File: config.mk
export PLATFORM = sky130hd
export DESIGN_NAME = usb_ls_tx
export DESIGN_NICKNAME = d
export VERILOG_FILES = /design/src/rtl/usb_ls_tx_pkg.sv /design/src/rtl/usb_ls_bit_timer.sv /design/src/rtl/usb_ls_serializer.sv /design/src/rtl/usb_ls_tx.sv
export SDC_FILE = /design/constraint.sdc
export NUM_CORES = 1
export LEC_CHECK = 0
export ABC_CLOCK_PERIOD_IN_PS = 1880
export BUFFER_PORTS_ARGS = -buffer_cell sky130_fd_sc_hd__buf_2
export CAP_MARGIN = 15
export CORE_UTILIZATION = 50
export CTS_BUF_LIST = sky130_fd_sc_hd__clkbuf_16
export CTS_CLUSTER_SIZE = 25
export DETAILED_ROUTE_END_ITERATION = 8
export GPL_TIMING_DRIVEN = 0
export PLACE_DENSITY = 0.76
export SLEW_MARGIN = 20
export SYNTH_ARGS = -nofsm -noshare
export SYNTH_HDL_FRONTEND = slang
export SYNTH_SLANG_ARGS = --single-unit
File: constraint.sdc
create_clock -name clk_i -period 1.88 [get_ports clk_i]
set_input_delay 0.188 -clock clk_i [delete_from_list [all_inputs] [get_ports clk_i]]
set_output_delay 0.188 -clock clk_i [all_outputs]
set_load 0.05 [all_outputs]
File: src/rtl/usb_ls_tx_pkg.sv
package usb_ls_tx_pkg;
  typedef enum logic [2:0] {
    ST_IDLE,
    ST_PREP,
    ST_DATA,
    ST_SE0,
    ST_EOPJ,
    ST_DONE
  } tx_state_e;

  localparam logic [7:0] SYNC_BYTE = 8'h80;
  localparam int unsigned RUN_LEN  = 6;
endpackage

File: src/rtl/usb_ls_bit_timer.sv
module usb_ls_bit_timer #(
  parameter int unsigned TW = 5
) (
  input  logic          clk_i,
  input  logic          rst_ni,
  input  logic          clr_i,
  input  logic [TW-1:0] limit_i,
  output logic          tick_o
);
  logic [TW-1:0] cnt_q;

  assign tick_o = (cnt_q == limit_i);

  always_ff @(posedge clk_i or negedge rst_ni) begin
    if (!rst_ni)      cnt_q <= '0;
    else if (clr_i)   cnt_q <= '0;
    else if (tick_o)  cnt_q <= '0;
    else              cnt_q <= cnt_q + 1'b1;
  end


  tmr_range_chk: assert property (@(posedge clk_i) disable iff (!rst_ni)
    !clr_i |-> cnt_q <= limit_i);
endmodule

File: src/rtl/usb_ls_serializer.sv
module usb_ls_serializer
  import usb_ls_tx_pkg::*;
#(
  parameter int unsigned MAX_BYTES = 12,
  parameter int unsigned CNT_W     = 4,
  parameter int unsigned AW        = 4
) (
  input  logic             clk_i,
  input  logic             rst_ni,
  input  logic             init_i,
  input  logic             hs_i,
  input  logic [CNT_W-1:0] byte_cnt_i,
  input  logic [7:0]       pid_i,
  input  logic [7:0]       rd_data_i,
  input  logic             emit_i,
  output logic [AW-1:0]    rd_addr_o,
  output logic             line_k_o,
  output logic             more_o
);
  localparam logic [CNT_W-1:0] MIN_CNT = CNT_W'(2);
  localparam logic [CNT_W-1:0] MAX_CNT = CNT_W'(MAX_BYTES);
  localparam logic [2:0]       RUN_MAX = 3'(RUN_LEN);

  logic [7:0]       sh_q;
  logic [3:0]       left_q;
  logic [CNT_W-1:0] bytes_q;
  logic [2:0]       ones_q;
  logic             line_q;
  logic             hs_q;
  logic [7:0]       pid_q;
  logic [AW-1:0]    addr_q;
  logic [CNT_W-1:0] cnt_eff;
  logic             stuff;
  logic             cur_bit;
  logic [7:0]       next_byte;

  always_comb begin
    if (byte_cnt_i < MIN_CNT)      cnt_eff = MIN_CNT;
    else if (byte_cnt_i > MAX_CNT) cnt_eff = MAX_CNT;
    else                           cnt_eff = byte_cnt_i;
  end

  assign stuff     = (ones_q == RUN_MAX);
  assign cur_bit   = stuff ? 1'b0 : sh_q[0];
  assign next_byte = hs_q ? pid_q : rd_data_i;
  assign more_o    = (left_q != 4'd0) || stuff;
  assign line_k_o  = line_q;
  assign rd_addr_o = addr_q;

  always_ff @(posedge clk_i or negedge rst_ni) begin
    if (!rst_ni) begin
      sh_q    <= '0;
      left_q  <= '0;
      bytes_q <= '0;
      ones_q  <= '0;
      line_q  <= 1'b0;
      hs_q    <= 1'b0;
      pid_q   <= '0;
      addr_q  <= '0;
    end else if (init_i) begin
      sh_q    <= SYNC_BYTE;
      left_q  <= 4'd8;
      bytes_q <= hs_i ? CNT_W'(1) : cnt_eff - 1'b1;
      ones_q  <= '0;
      line_q  <= 1'b0;
      hs_q    <= hs_i;
      pid_q   <= pid_i;
      addr_q  <= '0;
    end else if (emit_i) begin
      line_q <= line_q ^ ~cur_bit;
      if (stuff) begin
        ones_q <= '0;
      end else begin
        ones_q <= sh_q[0] ? ones_q + 1'b1 : 3'd0;
        if (left_q == 4'd1 && bytes_q != '0) begin
          sh_q    <= next_byte;
          left_q  <= 4'd8;
          bytes_q <= bytes_q - 1'b1;
          addr_q  <= addr_q + 1'b1;
        end else begin
          sh_q   <= sh_q >> 1;
          left_q <= left_q - 1'b1;
        end
      end
    end
  end


  stuff_toggle_chk: assert property (@(posedge clk_i) disable iff (!rst_ni)
    (emit_i && !init_i && ones_q == RUN_MAX) |=> line_k_o != $past(line_k_o));

  run_bound_chk: assert property (@(posedge clk_i) disable iff (!rst_ni)
    ones_q <= RUN_MAX);

  addr_bound_chk: assert property (@(posedge clk_i) disable iff (!rst_ni)
    32'(addr_q) < MAX_BYTES);
endmodule

File: src/rtl/usb_ls_tx.sv
module usb_ls_tx
  import usb_ls_tx_pkg::*;
#(
  parameter int unsigned CLKS_PER_BIT = 11,
  parameter int unsigned MAX_BYTES    = 12,
  parameter int unsigned ADDR_W       = 7,
  parameter int unsigned CNT_W        = $clog2(MAX_BYTES + 1),
  parameter int unsigned AW           = $clog2(MAX_BYTES)
) (
  input  logic              clk_i,
  input  logic              rst_ni,
  input  logic              start_i,
  input  logic [CNT_W-1:0]  byte_cnt_i,
  output logic [AW-1:0]     rd_addr_o,
  input  logic [7:0]        rd_data_i,
  input  logic              hs_req_i,
  input  logic [7:0]        hs_pid_i,
  input  logic [ADDR_W-1:0] new_addr_i,
  output logic [ADDR_W-1:0] dev_addr_o,
  output logic              dp_o,
  output logic              dm_o,
  output logic              oe_o,
  output logic              done_o
);
  localparam int unsigned TW = $clog2(2 * CLKS_PER_BIT);
  localparam logic [TW-1:0] BIT_LIM = TW'(CLKS_PER_BIT - 1);
  localparam logic [TW-1:0] SE0_LIM = TW'(2 * CLKS_PER_BIT - 1);

  tx_state_e         state_q, state_d;
  logic              hs_q;
  logic [ADDR_W-1:0] addr_q;
  logic              tick, tmr_clr, emit, init, more, line_k;
  logic [TW-1:0]     limit;

  assign init    = (state_q == ST_IDLE) && (start_i || hs_req_i);
  assign emit    = (state_q == ST_PREP) || (state_q == ST_DATA && tick && more);
  assign limit   = (state_q == ST_SE0) ? SE0_LIM : BIT_LIM;
  assign tmr_clr = (state_d != state_q);

  always_comb begin
    state_d = state_q;
    unique case (state_q)
      ST_IDLE: if (init) state_d = ST_PREP;
      ST_PREP: state_d = ST_DATA;
      ST_DATA: if (tick && !more) state_d = ST_SE0;
      ST_SE0:  if (tick) state_d = ST_EOPJ;
      ST_EOPJ: if (tick) state_d = ST_DONE;
      ST_DONE: state_d = ST_IDLE;
      default: state_d = ST_IDLE;
    endcase
  end

  always_ff @(posedge clk_i or negedge rst_ni) begin
    if (!rst_ni) begin
      state_q <= ST_IDLE;
      hs_q    <= 1'b0;
      addr_q  <= '0;
    end else begin
      state_q <= state_d;
      if (init) hs_q <= hs_req_i;
      if (state_q == ST_EOPJ && tick && !hs_q) addr_q <= new_addr_i;
    end
  end

  usb_ls_bit_timer #(.TW(TW)) u_timer (
    .clk_i   (clk_i),
    .rst_ni  (rst_ni),
    .clr_i   (tmr_clr),
    .limit_i (limit),
    .tick_o  (tick)
  );

  usb_ls_serializer #(
    .MAX_BYTES (MAX_BYTES),
    .CNT_W     (CNT_W),
    .AW        (AW)
  ) u_ser (
    .clk_i      (clk_i),
    .rst_ni     (rst_ni),
    .init_i     (init),
    .hs_i       (hs_req_i),
    .byte_cnt_i (byte_cnt_i),
    .pid_i      (hs_pid_i),
    .rd_data_i  (rd_data_i),
    .emit_i     (emit),
    .rd_addr_o  (rd_addr_o),
    .line_k_o   (line_k),
    .more_o     (more)
  );

  always_comb begin
    dp_o   = 1'b0;
    dm_o   = 1'b0;
    oe_o   = 1'b0;
    done_o = 1'b0;
    unique case (state_q)
      ST_PREP: dm_o = 1'b1;
      ST_DATA: begin dp_o = line_k; dm_o = ~line_k; oe_o = 1'b1; end
      ST_SE0:  oe_o = 1'b1;
      ST_EOPJ: begin dm_o = 1'b1; oe_o = 1'b1; end
      ST_DONE: done_o = 1'b1;
      default: ;
    endcase
  end

  assign dev_addr_o = addr_q;


  j_before_enable_chk: assert property (@(posedge clk_i) disable iff (!rst_ni)
    $rose(oe_o) |-> ($past(dm_o) && !$past(dp_o)));

  eop_ends_j_chk: assert property (@(posedge clk_i) disable iff (!rst_ni)
    $fell(oe_o) |-> ($past(dm_o) && !$past(dp_o) && !dp_o && !dm_o));

  done_pulse_chk: assert property (@(posedge clk_i) disable iff (!rst_ni)
    done_o |=> !done_o);

  done_released_chk: assert property (@(posedge clk_i) disable iff (!rst_ni)
    done_o |-> (!oe_o && $past(oe_o)));

  addr_commit_chk: assert property (@(posedge clk_i) disable iff (!rst_ni)
    !$stable(dev_addr_o) |-> (done_o && !hs_q));

  no_restart_chk: assert property (@(posedge clk_i) disable iff (!rst_ni)
    (state_q == ST_DATA) |=> (state_q == ST_DATA || state_q == ST_SE0));
endmodule

==> flow_summary.ini, run 1 <==
[outcome]
status = finished clean

[clocking]
cts-root-buf = clkbuf_16
clk_pin_slew_worst_paths_ns = 0.06
clock-sinks = 48
clk_path_buf_depth = 2
cts_tree = done
worstSkewPairLatency_ns = 0.29
cts_buffers = 5
htreeDepth = 2

[die]
die_x_um = 73.2
start_util_pct = 52.9
die_area_um2 = 5350
coreArea_um2 = 4790
die_y_um = 73.2
io_pins = 46
rows = 25

[sta]
slew_headroom_pct = 60.0
fin_crit_sh_pct = 97.8
setup_viol = 0
hold_viol = 0
clock_skew_ns = 0.00451
max_freq_ghz = 0.544
tightest_slew_ns = 0.600
rsz0062_at_grt = true
drv_slew = 0
period_minus_slack_ns = 1.84

[logic_synthesis]
yosys-top-cells-area = dfrtp_1 47%, nand2_1 7.4%, o21ai_0 4.2%
synth-edff-count = 0
yosys_warnings = 0
synthCells = 261
synthArstFlopShare_pct = 100
syn_area_per_cell_um2 = 9.70
synth_top_cell_by_area = dfrtp_1
synth-main-ff-cell = dfrtp_1
ys_seq_area_share_pct = 47.5
yosysTopAreaCellShare_pct = 47.5
ys_ff_latch = 48
syn-cell-area_um2 = 2530
syn_nets = 300
yosysUniqueCellTypes = 43

[worst_setup_path]
cp.required_ns = 2.11
crit_slowest_cell = dfrtp_1
crit_chain = nor2_1 > o311a_1 > buf_6 > nand2_8 > nor3_4 > buf_4 > mux2i_1 > o21a_1
cpPeakStageDelay_ns = 0.40
worst-path-stages = 8
crit_end = u_ser.bytes_q[1]$_DFFE_PN0P_
critPathLaunch = u_ser.left_q[3]$_DFFE_PN0P_
cp-end-kind = flip-flop
rrSetupSlack_ns = 0.04
critical_path.max_fanout = 6
reg2reg_to = u_ser.bytes_q[1]$_DFFE_PN0P_
cp.buffers_inverters = 2
reg2regPathDepth = 8
start_kind = flip-flop
r2r_start = u_ser.left_q[3]$_DFFE_PN0P_
arrival_ns = 2.07
crit_family = simple AND/OR/NAND/NOR gates
path_class = reg2reg

[placed_design]
hpwl_mm = 3.84
placed_cell_area_um2 = 2850
io_buffers = 45
globalplace.congestion = 0.805

[detailed_routing]
ant_nets = 0
drt_wl_total_mm = 5.52
dr.pass1.iters = 4
drt_iter0_drc = 112
route.detailed.drc = 0
routed_via_density = 5.41
num_vias = 2125
wl_per_cell_um = 14.1

[power]
p_leak_nw = 1.48
finalPower_mw = 3.92
combPwrFrac_pct = 35.6
netSwitchingPower_mw = 1.46
pwr-share-seq_pct = 42.8
clock_power_share_pct = 21.6
p_sw_share_pct = 37.2
peakVddDrop_mv = 0.812
intPower_mw = 2.46
p_per_area_nw_per_um2 = 1240

[global_routing]
grt_pass1_wl_mm = 8.93
grtUsageTotal_pct = 22.2
grt_pass1_vias = 1974
antenna_found_initial = 0
grt-ovfl-total = 0
grt_max_degree = 49

[finish]
layout_common_cells = 48 x dfrtp_1, 47 x buf_2, 47 x nand2_1
drive_above_1_share_pct = 30.7
layout.nets = 364
fin_area_um2 = 3160
final_common_cell = dfrtp_1
fillers = 404
antenna_cells = 0
area_delta_synth_final_pct = 25.0

[min_path]
hp-class = in2reg
worstHoldPathCells = 3

[run]
cap_violations = 0
-- logic make-up after synthesis --
group | share of synthesized area, %
compound gates | 10.5
xor+xnor | 3.46
fa+ha+maj | 4.35
buf+inv | 3.51
flops | 47.5
mux | 7.51
simple gates | 23.2
-- worst min path at each step --
stage | from | to
after floorplan | rst_ni | dev_addr_o[0]$_DFFE_PN0P_
after global placement | hs_pid_i[0] | u_ser.pid_q[0]$_DFFE_PN0P_
after detailed placement | hs_pid_i[0] | u_ser.pid_q[0]$_DFFE_PN0P_
after CTS | hs_pid_i[2] | u_ser.pid_q[2]$_DFFE_PN0P_
after global routing | hs_pid_i[1] | u_ser.pid_q[1]$_DFFE_PN0P_
final | hs_pid_i[0] | u_ser.pid_q[0]$_DFFE_PN0P_
-- metrics by stage --
stage                     setup slack, ns  setup TNS, ns  utilization [%]  cells  hold WS (ns)
after floorplan                    0.0782              0                -    261        -0.108
after global placement             -0.142          -1.79             59.6    373         0.380
after detailed placement           -0.165          -2.70             59.6    373         0.382
after CTS                         0.00117              0             63.9    386        0.0899
after global routing              -0.0748         -0.305             66.1    393        0.0986
final                              0.0421              0             66.1    393        0.0902
-- synth_stat cells (2+ instances only) --
cell and instances:
a21oi_1 7, buf_2 2, clkbuf_1 9, dfrtp_1 48, ha_1 8, inv_1 8
mux2_2 8, mux2i_1 10, nand2_1 50, nand2b_1 2, nand3_1 13, nand4b_1 3
nor2_1 20, nor3_1 8, nor3b_1 3, nor4_2 3, o21ai_0 21, o21ai_1 2
o31ai_1 2, or3_1 3, xnor2_1 8, xor2_1 2
-- cell type report --
type,instances,area (um^2),area share [%]
repair buffers,58,338,10.7
clock inverters,3,11.3,0.356
inverters,8,30.0,0.949
well taps,67,83.8,2.65
clock buffers,5,125,3.95
plain buffers,12,71.3,2.25
flip-flops and latches,48,1200,38.0
multi-input cells,192,1300,41.2
-- power groups by stage --
| stage | clock (mW) | combinational [mW] | sequential, mW |
|---|---|---|---|
| 2_1_floorplan | 0 | 0.927 | 1.67 |
| 3_3_place_gp | 0 | 1.25 | 1.63 |
| 3_5_place_dp | 0 | 1.30 | 1.65 |
| 4_1_cts | 0.851 | 1.35 | 1.63 |
| 5_1_grt | 0.905 | 1.55 | 1.73 |
| 6_report | 0.848 | 1.39 | 1.68 |
-- state kept, by name (all words and copies together), names as in the netlist --
register,count
u_ser.pid_q,8
u_ser.sh_q,8
u_ser.hs_q,1
u_ser.left_q,4
state_q,3
u_ser.bytes_q,4
dev_addr_o,7
u_ser.ones_q,3
u_timer.cnt_q,5
u_ser.rd_addr_o,4
u_ser.line_k_o,1
-- timing repair --
item,CTS,global route
pin swaps,3,6
buffers inserted,5,7
gates resized for setup,12,19
setup endpoints to repair,38,29
hold buffers,0,1
endpoints found under the hold margin,0,48
-- tightest hold or removal path: cells and delay by family --
kind / cells / cell delay (ns)
buffers and inverters: 1 / 0.07
and+or+nand+nor: 2 / 0.08
-- layer usage --
layer	up-vias	track usage (%)	wire, um
li1	1036	-	-
met2	45	36.2	2800
met1	1036	28.5	2440
met3	8	4.14	190
met4	0	10.0	93
met5	-	0	0
No activity file was read; power rests on OpenSTA's default activity.
==> inputs of run 2 (changes only) <==
ABC_AREA = 1   (was unset)
PLACE_DENSITY = 0.75   (was 0.76)
SETUP_SLACK_MARGIN = 0.1   (was unset)
==> flow_summary.ini, run 2 <==
[power]
finalPower_mw = 5.38
p_per_area_nw_per_um2 = 1690
p_leak_nw = 1.72
peakVddDrop_mv = 0.746

[sta]
max_freq_ghz = 0.585
tightest_slew_ns = 0.613
setup_viol = 0
setup_slack_ns = 0.170
hold_viol = 0
slew_headroom_pct = 59.1
clock_skew_ns = 0.00516
fin_crit_sh_pct = 91.0
finalSetupTns_ns = 0
drv_slew = 0
period_minus_slack_ns = 1.71
rsz0062_at_grt = true

[worst_setup_path]
rrSetupSlack_ns = 0.17
cp.required_ns = 1.69
arrival_ns = 1.52
cpPeakStageDelay_ns = 0.45
critical_path.max_fanout = 4
start_kind = flip-flop
crit_chain = inv_2 > nand2_1 > nor2_2 > inv_1 > o211ai_1 > buf_4
crit_slowest_cell = dfrtp_2
reg2regPathDepth = 10
r2r_start = u_ser.ones_q[0]$_DFFE_PN0P_
path_class = reg2out
reg2reg_to = u_ser.sh_q[7]$_DFFE_PN0P_
cp-end-kind = output pin

[clocking]
cts_tree = done
worstSkewPairLatency_ns = 0.29
clk_path_buf_depth = 2
clk_pin_slew_worst_paths_ns = 0.06
clock-sinks = 48
htreeDepth = 2
cts_buffers = 5
cts-root-buf = clkbuf_16

[detailed_routing]
drt_iter0_drc = 110
dr.pass1.iters = 4
num_vias = 2389
ant_nets = 0
routed_via_density = 5.12
route.detailed.drc = 0
drt_wl_total_mm = 5.56
wl_per_cell_um = 11.9

[logic_synthesis]
ys_ff_latch = 48
yosys-top-cells-area = dfrtp_1 46%, nand2_1 17%, nand3_1 6.3%
synth-main-ff-cell = dfrtp_1
synth_common_cells = 117 x nand2_1, 48 x dfrtp_1, 33 x nand3_1
yosysUniqueCellTypes = 35
yosys_warnings = 0
yosysTopAreaCellShare_pct = 45.6
ys_seq_area_share_pct = 45.6
synth_top_cell_by_area = dfrtp_1
synth-edff-count = 0
synthCells = 336
synth-xor-area-share_pct = 3.32
synthMuxAreaShare_pct = 0
synth_fa_ha_area_share_pct = 3.80
synthArstFlopShare_pct = 100
synth_top_family_by_area = simple AND/OR/NAND/NOR gates
syn-cell-area_um2 = 2640
synth.most_common_cell = nand2_1
synth_compound_area_share_pct = 6.65
yosys.area_share.simple_pct = 34.9
syn_nets = 375
syn_area_per_cell_um2 = 7.84

[finish]
final_common_cell = nand2_1
fillers = 458
drive_above_1_share_pct = 22.2
layout.nets = 436
layout_common_cells = 116 x nand2_1, 47 x buf_2, 46 x dfrtp_1
fin_area_um2 = 3180
area_delta_synth_final_pct = 20.8
antenna_cells = 0

[run]
cap_violations = 0

[global_routing]
grt_pass1_wl_mm = 9.43
grt-ovfl-total = 0
grtUsageTotal_pct = 22.3
grt_pass1_vias = 2202
antenna_found_initial = 0
grt_max_degree = 49

[placed_design]
placed_cell_area_um2 = 2950
pre_cts_slack_ns = -0.0513
globalplace.congestion = 0.869
io_buffers = 45
hpwl_mm = 3.94

[min_path]
min_from = hs_pid_i[6]
worstHoldPathCells = 3
hp-class = in2reg
holdPathEnd = u_ser.pid_q[6]$_DFFE_PN0P_

[die]
coreArea_um2 = 5070
rows = 26
die_x_um = 74.6
die_area_um2 = 5560
die_y_um = 74.6
io_pins = 46
start_util_pct = 51.9

[outcome]
status = finished clean
run 2: changes by cell type after synthesis, moves of 8 or more:
cell / previous run / this run
nand2_1: 50 / 117
nand3_1: 13 / 33
inv_1: 8 / 21
mux2i_1: 10 / 0
nor2_1: 20 / 30
o21ai_0: 21 / 11
clkbuf_1: 9 / 1
mux2_2: 8 / 0
run 2: worst max path at each step:
stage	startpoint	depth (start not counted)	to	slack (ns)
2_1_floorplan	state_q[2]$_DFF_PN0_	5	dm_o	0.11
3_3_place_gp	u_ser.ones_q[0]$_DFFE_PN0P_	10	u_ser.sh_q[4]$_DFFE_PN0P_	0.01
3_5_place_dp	u_ser.ones_q[0]$_DFFE_PN0P_	10	u_ser.sh_q[2]$_DFFE_PN0P_	-0.05
4_1_cts	u_ser.ones_q[0]$_DFFE_PN0P_	10	u_ser.sh_q[7]$_DFFE_PN0P_	0.11
5_1_grt	u_ser.ones_q[0]$_DFFE_PN0P_	10	u_ser.sh_q[6]$_DFFE_PN0P_	0.03
6_report	state_q[2]$_DFF_PN0_	6	dm_o	0.17
run 2: report_power, final:
part | switching [mW] | internal (mW) | total, mW
Sequential | 0.282 | 1.43 | 1.71
Combinational | 1.83 | 1.02 | 2.85
Clock | 0.350 | 0.476 | 0.826
run 2: stage by stage:
stage | std cells | utilization (%) | hold WS (ns)
CTS | 462 | 61.6 | 0.0953
global route | 467 | 62.7 | 0.117
finish | 467 | 62.7 | 0.0997
floorplan | 336 | - | -0.108
global placement | 451 | 58.1 | 0.388
detailed placement | 451 | 58.1 | 0.392
run 2: worst max-delay path, delay by kind of cell (launching register included):
kind,cells,cell delay [ns]
buf+inv,3,0.38
flops,1,0.45
simple gates,2,0.22
compound gates,1,0.19
run 2: kinds of logic (layout without fill, tap and decap cells):
kind of cell	Yosys count	count (layout)
adder cells (fa/ha/maj)	8	8
flip-flops	48	48
XOR/XNOR	10	10
AO/OA/AOI/OAI	27	27
AND/OR/NAND/NOR	208	208
buffers and inverters	35	96
run 2: layer usage:
metal  track usage, %  vias up  wire, um
li1                 -     1210         -
met1             27.8     1091      2560
met2             38.1       81      2600
met3             5.01        7       332
met4             7.76        0        65
met5                0        -         0
run 2: final cells by class:
class                           count  area (um^2)  share of cell area [%]
Tap cell                           70         87.6                    2.75
Multi-Input combinational cell    253         1300                    41.0
Buffer                              9         57.6                    1.81
Sequential cell                    48         1200                    37.8
Clock inverter                      2         7.51                   0.236
Inverter                           26         97.6                    3.07
Timing Repair Buffer               54          300                    9.43
Clock buffer                        5          125                    3.93
run 2: timing repair:
action                     4_1_cts  5_1_grt
buffers inserted                 4        4
gates resized for setup          4        6
hold endpoints to repair         0       48
pin swaps                        2        4
setup endpoints to repair       24       46
hold buffers                     0        1
